[src/rtl/txdir_pkg.sv]
package txdir_pkg;
  typedef enum logic [1:0] {
    OP_IDLE   = 2'd0,
    OP_MARK   = 2'd1,
    OP_COMMIT = 2'd2
  } txdir_op_e;
endpackage

[src/rtl/txdir_rst_sync.sv]
module txdir_rst_sync (
  input  logic clk,
  input  logic rst_n,
  output logic rst_n_sync
);
  logic stage_q;
  logic out_q;

  always_ff @(posedge clk or negedge rst_n) begin
    if (!rst_n) begin
      stage_q <= 1'b0;
      out_q   <= 1'b0;
    end else begin
      stage_q <= 1'b1;
      out_q   <= stage_q;
    end
  end

  assign rst_n_sync = out_q;
endmodule

[src/rtl/txdir_sharer_store.sv]
module txdir_sharer_store #(
  parameter int NUM_CORES = 32,
  parameter int NUM_LINES = 16,
  localparam int LINE_W = $clog2(NUM_LINES)
) (
  input  logic                 clk,
  input  logic                 rst_n,
  input  logic [LINE_W-1:0]    rd_line,
  output logic [NUM_CORES-1:0] rd_vec,
  input  logic                 wr_en,
  input  logic [LINE_W-1:0]    wr_line,
  input  logic [NUM_CORES-1:0] wr_vec
);
  logic [NUM_CORES-1:0] vec_q [NUM_LINES];

  for (genvar g = 0; g < NUM_LINES; g++) begin : g_line
    logic load_en;
    assign load_en = wr_en && (wr_line == LINE_W'(g));
    always_ff @(posedge clk or negedge rst_n) begin
      if (!rst_n) begin
        vec_q[g] <= '0;
      end else if (load_en) begin
        vec_q[g] <= wr_vec;
      end
    end
  end

  assign rd_vec = vec_q[rd_line];
endmodule

[src/rtl/txdir_ones.sv]
module txdir_ones #(
  parameter int W = 32,
  localparam int CW = $clog2(W + 1)
) (
  input  logic [W-1:0]  vec,
  output logic [CW-1:0] cnt
);
  always_comb begin
    cnt = '0;
    for (int i = 0; i < W; i++) begin
      cnt = cnt + CW'(vec[i]);
    end
  end
endmodule

[src/rtl/txdir_lowest_pick.sv]
module txdir_lowest_pick #(
  parameter int W = 32,
  localparam int IW = $clog2(W)
) (
  input  logic [W-1:0]  vec,
  output logic          found,
  output logic [IW-1:0] idx
);
  always_comb begin
    found = 1'b0;
    idx   = '0;
    for (int i = W - 1; i >= 0; i--) begin
      if (vec[i]) begin
        found = 1'b1;
        idx   = IW'(i);
      end
    end
  end
endmodule

[src/rtl/txdir_notifier.sv]
module txdir_notifier
  import txdir_pkg::*;
#(
  parameter int NUM_CORES = 32,
  parameter int NUM_LINES = 16,
  localparam int CORE_W = $clog2(NUM_CORES),
  localparam int LINE_W = $clog2(NUM_LINES),
  localparam int CNT_W  = $clog2(NUM_CORES + 1)
) (
  input  logic              clk,
  input  logic              rst_n,
  input  logic              req_valid,
  output logic              req_ready,
  input  logic              req_commit,
  input  logic              req_write,
  input  logic [CORE_W-1:0] req_core,
  input  logic [LINE_W-1:0] req_line,
  output logic              ack_valid,
  output logic [CORE_W-1:0] ack_core,
  output logic [LINE_W-1:0] ack_line,
  output logic [CNT_W-1:0]  ack_count,
  output logic              note_valid,
  output logic [CORE_W-1:0] note_dest,
  output logic [CORE_W-1:0] note_src,
  output logic [LINE_W-1:0] note_line,
  output logic              note_write
);
  logic rst_q_n;

  txdir_rst_sync u_rst (
    .clk        (clk),
    .rst_n      (rst_n),
    .rst_n_sync (rst_q_n)
  );

  // Request decode
  txdir_op_e            op;
  logic [NUM_CORES-1:0] req_bit;
  logic [NUM_CORES-1:0] cur_vec;
  logic [NUM_CORES-1:0] other_vec;
  logic [NUM_CORES-1:0] new_vec;
  logic [CNT_W-1:0]     other_cnt;

  // Notice sequencing state
  logic [NUM_CORES-1:0] pend_q, pend_d;
  logic                 pick_found;
  logic [CORE_W-1:0]    pick_idx;

  // Acknowledge and notice registers
  logic              ack_v_q, ack_v_d;
  logic [CORE_W-1:0] ack_core_q;
  logic [LINE_W-1:0] ack_line_q;
  logic [CNT_W-1:0]  ack_cnt_q;
  logic [CORE_W-1:0] src_q;
  logic [LINE_W-1:0] line_q;
  logic              wr_q;
  logic              mark_en;

  assign req_ready = rst_q_n && (pend_q == '0);

  always_comb begin
    op = OP_IDLE;
    if (req_valid && req_ready) begin
      op = req_commit ? OP_COMMIT : OP_MARK;
    end
  end

  assign req_bit   = NUM_CORES'(1) << req_core;
  assign other_vec = cur_vec & ~req_bit;
  assign new_vec   = (op == OP_COMMIT) ? req_bit : (cur_vec | req_bit);
  assign mark_en   = (op == OP_MARK);

  txdir_sharer_store #(
    .NUM_CORES (NUM_CORES),
    .NUM_LINES (NUM_LINES)
  ) u_store (
    .clk     (clk),
    .rst_n   (rst_q_n),
    .rd_line (req_line),
    .rd_vec  (cur_vec),
    .wr_en   (op != OP_IDLE),
    .wr_line (req_line),
    .wr_vec  (new_vec)
  );

  txdir_ones #(.W(NUM_CORES)) u_ones (
    .vec (other_vec),
    .cnt (other_cnt)
  );

  txdir_lowest_pick #(.W(NUM_CORES)) u_pick (
    .vec   (pend_q),
    .found (pick_found),
    .idx   (pick_idx)
  );

  // Next-state
  always_comb begin
    pend_d  = pend_q;
    ack_v_d = 1'b0;
    if (mark_en) begin
      pend_d  = other_vec;
      ack_v_d = 1'b1;
    end else if (pick_found) begin
      pend_d = pend_q & (pend_q - NUM_CORES'(1));
    end
  end

  // Registers
  always_ff @(posedge clk or negedge rst_q_n) begin
    if (!rst_q_n) begin
      pend_q  <= '0;
      ack_v_q <= 1'b0;
    end else begin
      pend_q  <= pend_d;
      ack_v_q <= ack_v_d;
    end
  end

  always_ff @(posedge clk or negedge rst_q_n) begin
    if (!rst_q_n) begin
      ack_core_q <= '0;
      ack_line_q <= '0;
      ack_cnt_q  <= '0;
      src_q      <= '0;
      line_q     <= '0;
      wr_q       <= 1'b0;
    end else if (mark_en) begin
      ack_core_q <= req_core;
      ack_line_q <= req_line;
      ack_cnt_q  <= other_cnt;
      src_q      <= req_core;
      line_q     <= req_line;
      wr_q       <= req_write;
    end
  end

  assign ack_valid  = ack_v_q;
  assign ack_core   = ack_core_q;
  assign ack_line   = ack_line_q;
  assign ack_count  = ack_cnt_q;
  assign note_valid = pick_found;
  assign note_dest  = pick_idx;
  assign note_src   = src_q;
  assign note_line  = line_q;
  assign note_write = wr_q;
endmodule

[config.mk]
export PLATFORM = sky130hd
export DESIGN_NAME = txdir_notifier
export DESIGN_NICKNAME = d
export VERILOG_FILES = /design/src/rtl/txdir_pkg.sv /design/src/rtl/txdir_rst_sync.sv /design/src/rtl/txdir_sharer_store.sv /design/src/rtl/txdir_ones.sv /design/src/rtl/txdir_lowest_pick.sv /design/src/rtl/txdir_notifier.sv
export SDC_FILE = /design/constraint.sdc
export NUM_CORES = 1
export LEC_CHECK = 0
export BUFFER_PORTS_ARGS = -buffer_cell sky130_fd_sc_hd__buf_2
export CORE_MARGIN = 10
export CORE_UTILIZATION = 65
export CTS_BUF_LIST = sky130_fd_sc_hd__clkbuf_8
export CTS_CLUSTER_DIAMETER = 40
export DETAILED_ROUTE_END_ITERATION = 8
export HOLD_SLACK_MARGIN = 0.05
export MAX_ROUTING_LAYER = met4
export PLACE_DENSITY = 0.93
export SETUP_SLACK_MARGIN = 0.2
export SLEW_MARGIN = 10
export SYNTH_ARGS = -nofsm -noshare
export SYNTH_HDL_FRONTEND = slang
export SYNTH_HIERARCHICAL = 1
export SYNTH_SLANG_ARGS = --single-unit
[constraint.sdc]
create_clock -name clk -period 23.9 [get_ports clk]
set_input_delay 1.195 -clock clk [delete_from_list [all_inputs] [get_ports clk]]
set_output_delay 1.195 -clock clk [all_outputs]
set_load 0.02 [all_outputs]
* Word level (Yosys, flattened, before mapping)
Index checks and enable logic that the tools add are counted.
** Cells by class
- Order comparisons :: 1
- Shifts and indexed selects :: 1
- Bitwise operators :: 5
- Eq/ne operators :: 17
- Reduce and logical (&&, ||, !) cells :: 22
- Muxes and demuxes :: 73
- Add/sub/neg operators :: 32
** Operators with widths (number)
- 6-bit by 1-bit adder with 6-bit output :: 30
- 32-bit two-way mux :: 5
- 5-bit two-way mux :: 32
- 32-bit binary-select mux with 4-bit select :: 1
- 32-bit bitwise AND :: 2
- 1-bit two-way mux :: 33
- 4-bit equality test, second input constant :: 8
- 32-bit zero test :: 1
- 32-bit NOT :: 1
- 32-bit OR :: 1
- 1-bit by 5-bit << shifter with 32-bit output, first input constant :: 1
- 32-bit by 1-bit subtractor with 32-bit output, second input constant :: 1
- 1-bit logical AND :: 18
- 4-bit by 3-bit equality test with 1-bit output, second input constant :: 4
- 4-bit by 2-bit equality test with 1-bit output, second input constant :: 2
- 5-bit greater-or-equal comparator, second input constant :: 1
- 4-bit NOT with 5-bit output :: 1
- 4-bit by 1-bit equality test with 1-bit output, second input constant :: 1
- 4-bit zero test :: 1
- 2-bit two-way mux :: 2
- 2-bit nonzero test :: 2
- 1-bit by 1-bit adder with 2-bit output :: 1
- 2-bit by 1-bit equality test with 1-bit output, second input constant :: 1
- 2-bit equality test, second input constant :: 1
** Word-level totals
- Logic and storage cells :: 175
- Flip-flop bits (word level) :: 563

* Longest topological paths before layout
- Depth after elaboration :: 36
- Gate-level depth with buffers :: 23
- Mapped depth without buffers :: 21

* Hierarchy
Netlist, hierarchy kept.
** By module, submodules not included
- txdir_sharer_store :: times used 1, area an instance 22770.6 um^2, cells an instance 1405
- txdir_notifier :: times used 1, area an instance 3059.2 um^2, cells an instance 288
- txdir_ones :: times used 1, area an instance 833.3 um^2, cells an instance 90
- txdir_lowest_pick :: times used 1, area an instance 370.4 um^2, cells an instance 65
- txdir_rst_sync :: times used 1, area an instance 53.8 um^2, cells an instance 3

* Least setup slack after synthesis
OpenSTA, ideal clock, no wires.
- Kind :: register to register
- Start point :: register u_rst.out_q (netlist: u_rst/rst_n_sync)
- End point :: register u_store/vec_q[385] in the netlist's numbering
- Buffers on the path :: 2
- Required time :: 23.775 ns
- Clock period less this slack :: 14.945 ns
- Stages on the path, launching flop included :: 9
- Arrival time :: 14.820 ns
- Setup slack :: 8.955 ns
- Path through :: dfrtp_1 -> nor3b_1 -> nand3_1 -> nor3_1 -> nor3b_2 -> and3_1 -> clkbuf_1 -> buf_2 -> mux2_2
** Between the ends
- Cells in the longest elaborated chain, start to end :: 5
- Elaborated cells between the ends (all ways) :: 7
** Ends and longest elaborated chain
- start: declaration :: line txdir_rst_sync.sv:7 : logic out_q;
- start signal: assignment :: line txdir_rst_sync.sv:15 : out_q <= stage_q;
- 1-bit logical AND (*) :: line txdir_notifier.sv:59 : assign req_ready = rst_q_n && (pend_q == '0);
- 1-bit logical AND (*) :: line txdir_notifier.sv:63 : if (req_valid && req_ready) begin
- 2-bit two-way mux (*) :: line txdir_notifier.sv:63
- 2-bit equality test / 2-bit nonzero test (equally long branches) :: line txdir_notifier.sv:70, txdir_notifier.sv:81
- 32-bit two-way mux / 1-bit logical AND (equally long branches) :: line txdir_notifier.sv:70, txdir_sharer_store.sv:18
- end signal: indexed assignment :: line txdir_sharer_store.sv:23 : vec_q[g] <= wr_vec;
- end: declaration :: line txdir_sharer_store.sv:14 : logic [NUM_CORES-1:0] vec_q [NUM_LINES];
Every way passes the cells marked *; elsewhere a longest branch is shown, timed or not.
A chain may end at the register's enable or synchronous reset.

* Final worst setup path
- Start point :: input req_line[0]
- End point :: register ack_cnt_q[4] (netlist: ack_count[4])
** Between the ends
- Elaborated cells between the ends (all ways) :: 36
** RTL lines
- start: declaration :: line txdir_notifier.sv:17 : input logic [LINE_W-1:0] req_line,
- 4-bit NOT with 5-bit output (not written as such) :: line txdir_sharer_store.sv:28 : assign rd_vec = vec_q[rd_line];
- 32-bit binary-select mux with 4-bit select :: line txdir_sharer_store.sv:28
- 32-bit two-way mux (not written as such) (2 in a row) :: line txdir_sharer_store.sv:28
- named net cur_vec[19] :: line txdir_notifier.sv:39 : logic [NUM_CORES-1:0] cur_vec;
- 32-bit bitwise AND :: line txdir_notifier.sv:69 : assign other_vec = cur_vec & ~req_bit;
- named net other_vec[19] :: line txdir_notifier.sv:40 : logic [NUM_CORES-1:0] other_vec;
- 6-bit by 1-bit adder with 6-bit output (13 in a row) :: line txdir_ones.sv:11 : cnt = cnt + CW'(vec[i]);
- named net other_cnt[4] :: line txdir_notifier.sv:42 : logic [CNT_W-1:0] other_cnt;
- end signal: assignment :: line txdir_notifier.sv:131 : ack_cnt_q <= other_cnt;
- end: declaration :: line txdir_notifier.sv:53 : logic [CNT_W-1:0] ack_cnt_q;
The timed path passes the listed nets, and every way through them passes these cells. The select of a mux whose other input is x is not followed.

==> flow_summary.rst <==
.. list-table::
   :header-rows: 1

   * - Metric
     - Value
   * - Wire length per cell after detailed routing
     - 28.7 µm
   * - R2R Path Start
     - u_store/vec_q[147]$_DFFE_PN0P_
   * - Number of synthesized flops with an enable pin
     - 0
   * - Effective utilization at floorplan
     - 0.660
   * - Total wire length
     - 71000 µm
   * - Worst reg2reg endpoint
     - ack_count[4]$_DFFE_PN0P_
   * - Routability cong.
     - ~0.95
   * - Summed area of non-filler cells in the final layout
     - about 30000 µm²
   * - Power per unit of standard cell area
     - just under 100 nW/µm²
   * - Placed Cells
     - 2311
   * - Number of pins with negative max-slew slack in the final report
     - 0
   * - Worst R2R Path Depth
     - 19
   * - Internal power component
     - ~0.0019 W
   * - Summed negative setup slack over all endpoints
     - 0 ps
   * - Share of Yosys cell area claimed by the top area cell type
     - 0.520
   * - Final Worst Setup Slack
     - approximately 16000 ps
   * - MaxCap Viol Count
     - 0
   * - Die X-Extent
     - around 220 µm
   * - Result of the run
     - finished, final reports clean
   * - Core ar.
     - approximately 40000 µm²
   * - Leading register cell type out of synthesis
     - sky130_fd_sc_hd__dfrtp_1
   * - Most frequent cells in the layout
     - sky130_fd_sc_hd__dfrtp_1, sky130_fd_sc_hd__mux2_2, sky130_fd_sc_hd__mux4_2, sky130_fd_sc_hd__clkbuf_8, sky130_fd_sc_hd__inv_1
   * - CP Launch Type
     - input port
   * - Largest net degree at the start of global routing
     - 210
   * - Warnings from Yosys
     - 6
   * - Number of antenna violations at the first check in global routing
     - 2
   * - Multi-input gate area in the final layout
     - about 12000 µm²
   * - Number of synthesized register bits
     - approximately 560
   * - Site row count
     - 74
   * - H-tree levels
     - 3
   * - Number of input and output port buffers inserted
     - 46
   * - CP endpoint kind
     - flop
   * - Required time of the worst setup path
     - approximately 24000 ps
   * - Total iterations of the first detailed-routing run
     - 5
   * - Internal reg-to-reg setup slack
     - approximately 18000 ps
   * - Transition time at the pin with the least slew margin
     - between 1000 and 1500 ps
   * - Netlist Area Pre-Place
     - approximately 27000 µm²
   * - Average vias per placed instance
     - around 7.0
   * - Overall die height
     - between 200 and 250 µm
   * - Syn Nets
     - about 1900
   * - Power after layout
     - between 0.002 and 0.003 W
   * - Synth-to-layout area growth
     - 9.64%
   * - Total overflow reported by the global router
     - 0
   * - Gr usage total
     - 0.293
   * - CTS Hold Bufs
     - 0
   * - Sequential share of the synthesized area
     - 0.520
   * - Share of post-route cells with drive strength above 1
     - 0.480
   * - Part of the power in combinational logic
     - 0.301
   * - Final critical delay including setup and external delays
     - between 8000 and 9000 ps
   * - Total cell area at the placement stage
     - 27700 µm²
   * - Clock tree from TritonCTS
     - yes
   * - Final Hold Vio Count
     - 0
   * - Maximum ir drop on the vdd rail
     - slightly below 0.0001 V
   * - Static leakage power
     - 14.6 nW
   * - First-pass GRT wire length
     - approximately 110000 µm
   * - Clock Sinks
     - 563
   * - Crit path DAT
     - about 8600 ps
   * - CTS root buf
     - sky130_fd_sc_hd__clkbuf_8
   * - Largest fanout on the critical path
     - 52
   * - Maximum clock frequency
     - 124 MHz
   * - DP Wirelength
     - 39600 µm
   * - Non-Filler Instances
     - 2476
   * - Switching share of total power
     - 0.351
   * - Number of nets in the layout
     - roughly 1900
   * - Portion of total power attributed to the clock network
     - 0.313
   * - DRC marker count from the first detailed-route iteration
     - approximately 1700
   * - Post-CTS clock slew at the launch and capture registers of the worst setup and hold paths
     - about 60 ps
   * - Placement-stage worst setup slack
     - ~15000 ps
   * - Count of fill cells added during filler insertion
     - roughly 2300
   * - Vias in the first global route
     - 18557
   * - Remaining antenna violation count after routing
     - 0
   * - Share of the clock period used by the worst path
     - 0.337
   * - DRC violations left
     - 0
   * - Register area
     - between 10000 and 15000 µm²
   * - Maximum buffer depth of the clock tree
     - 3
   * - Worst min-delay path class
     - input port to asynchronous set/reset pin
   * - Clock latency at the later pin of the worst-skew pair
     - 690 ps
   * - Synthesized area per cell
     - between 10 and 15 µm²
   * - Synth cell types
     - slightly above 70
   * - Number of CTS-inserted buffers
     - a little over 90
   * - Fraction of synthesis flops using an asynchronous set or reset pin
     - 1.00
   * - Headroom to the max-slew limit
     - 0.276
   * - Setup clock skew after layout
     - between 40 and 50 ps
   * - Total die area
     - roughly 50000 µm²
   * - Switching pwr
     - roughly 0.001 W
   * - Vias
     - about 17000
   * - Leading cell type in the layout, fill and taps excluded
     - sky130_fd_sc_hd__dfrtp_1
   * - Count of boundary I/O pins
     - 47
   * - Gates resized, CTS repair
     - 0
   * - Sequential power share
     - 0.386
   * - Post-CTS setup buffers
     - 0
   * - Synth area leaders
     - sky130_fd_sc_hd__dfrtp_1, sky130_fd_sc_hd__mux2_2, sky130_fd_sc_hd__mux4_2
   * - Classification of the worst setup path
     - input port to flop
   * - Cell accounting for the most synthesized area
     - sky130_fd_sc_hd__dfrtp_1
   * - Final Setup Violations
     - 0
   * - Setup repair after global routing missed its margin
     - false
   * - Post-Syn Instances
     - between 1500 and 2000
worst max-delay path by stage:
stage / to / cells after the start / start
global placement: ack_count[4]$_DFFE_PN0P_ / 21 / req_line[0]
global route: ack_count[4]$_DFFE_PN0P_ / 21 / req_line[0]
finish: ack_count[4]$_DFFE_PN0P_ / 21 / req_line[0]
detailed placement: ack_count[4]$_DFFE_PN0P_ / 21 / req_line[0]
CTS: ack_count[4]$_DFFE_PN0P_ / 21 / req_line[0]
floorplan: ack_count[0]$_DFFE_PN0P_ / 0 / u_rst/rst_n_sync$_DFF_PN0_
logic make-up after synthesis:
logic type	count (synthesis)	share of synthesized area
other	1	0.000138
xor gates and xnor gates	3	0.000970
muxes	656	0.326
AOI/OAI and AO/OA	206	0.0597
adders and majority gates	32	0.0214
DFF	563	0.520
and+or+nand+nor	175	0.0368
buffers and inverters	215	0.0350
layout make-up:
cell class,instances,share of cell area
Inverter,58,0.00733
Multi-Input combinational cell,1073,0.410
Antenna cell,2,0.000169
Clock buffer,123,0.0570
Timing Repair Buffer,85,0.0184
Sequential cell,563,0.475
Clock inverter,40,0.0103
Tap cell,532,0.0224
metal layers:
metal  share of wire  up-vias  wire length [µm]  track usage
met5               0        -                 0            -
met4           0.044        0              3150        0.130
met3            0.11      272              7460       0.0746
met2            0.47     1114             33500        0.450
met1            0.38     9093             26900        0.365
li1                -     6950                 -            -
registers in the layout (all words and copies together), names as in the netlist:
signal            cells
note_src              5
ack_count             6
ack_valid             1
note_write            1
pend_q               32
note_line             4
u_store/vec_q       512
u_rst/rst_n_sync      1
u_rst/stage_q         1
per-stage QoR:
step	utilization	hold WS, ps
after global placement	0.675	338
final	0.724	278
after detailed placement	0.675	345
after floorplan	-	331
after CTS	0.724	239
after global routing	0.724	268
worst max-delay path: stages:
cell	delay [ps]
sky130_fd_sc_hd__clkbuf_8	430
sky130_fd_sc_hd__buf_4	890
sky130_fd_sc_hd__mux4_2	650
sky130_fd_sc_hd__a22oi_1	250
sky130_fd_sc_hd__nand2_1	130
sky130_fd_sc_hd__a21boi_0	200
sky130_fd_sc_hd__fa_1	620
sky130_fd_sc_hd__inv_1	60
sky130_fd_sc_hd__fa_1	490
sky130_fd_sc_hd__inv_1	60
sky130_fd_sc_hd__fa_1	470
sky130_fd_sc_hd__inv_1	50
sky130_fd_sc_hd__fa_1	490
sky130_fd_sc_hd__fa_1	530
sky130_fd_sc_hd__fa_1	430
sky130_fd_sc_hd__fa_1	430
sky130_fd_sc_hd__fa_1	490
sky130_fd_sc_hd__nand2b_1	180
sky130_fd_sc_hd__a21oi_2	140
sky130_fd_sc_hd__xor2_1	80
sky130_fd_sc_hd__mux2_2	260
cells in the mapped netlist, drive strengths merged (8+ instances only):
master  count
inv        58
dfrtp     563
a22oi      64
nor2       34
clkbuf     75
ha          8
fa         24
a21boi     33
o21ai      11
nor4       10
nand3       8
nand2      48
a21o       13
mux2      528
buf        82
o31a        8
a22o       42
nor3       14
or3         8
mux4      128
a21oi       9
nor3b       8
power groups by stage:
stage	clock network [W]	registers, W	logic [W]
global placement	0	0.00110	0.000823
CTS	0.000906	0.00110	0.000844
floorplan	0	0.00112	0.000584
global route	0.000947	0.00111	0.000918
finish	0.000894	0.00110	0.000858
detailed placement	0	0.00111	0.000836
No activity file was read; power rests on OpenSTA's default activity.
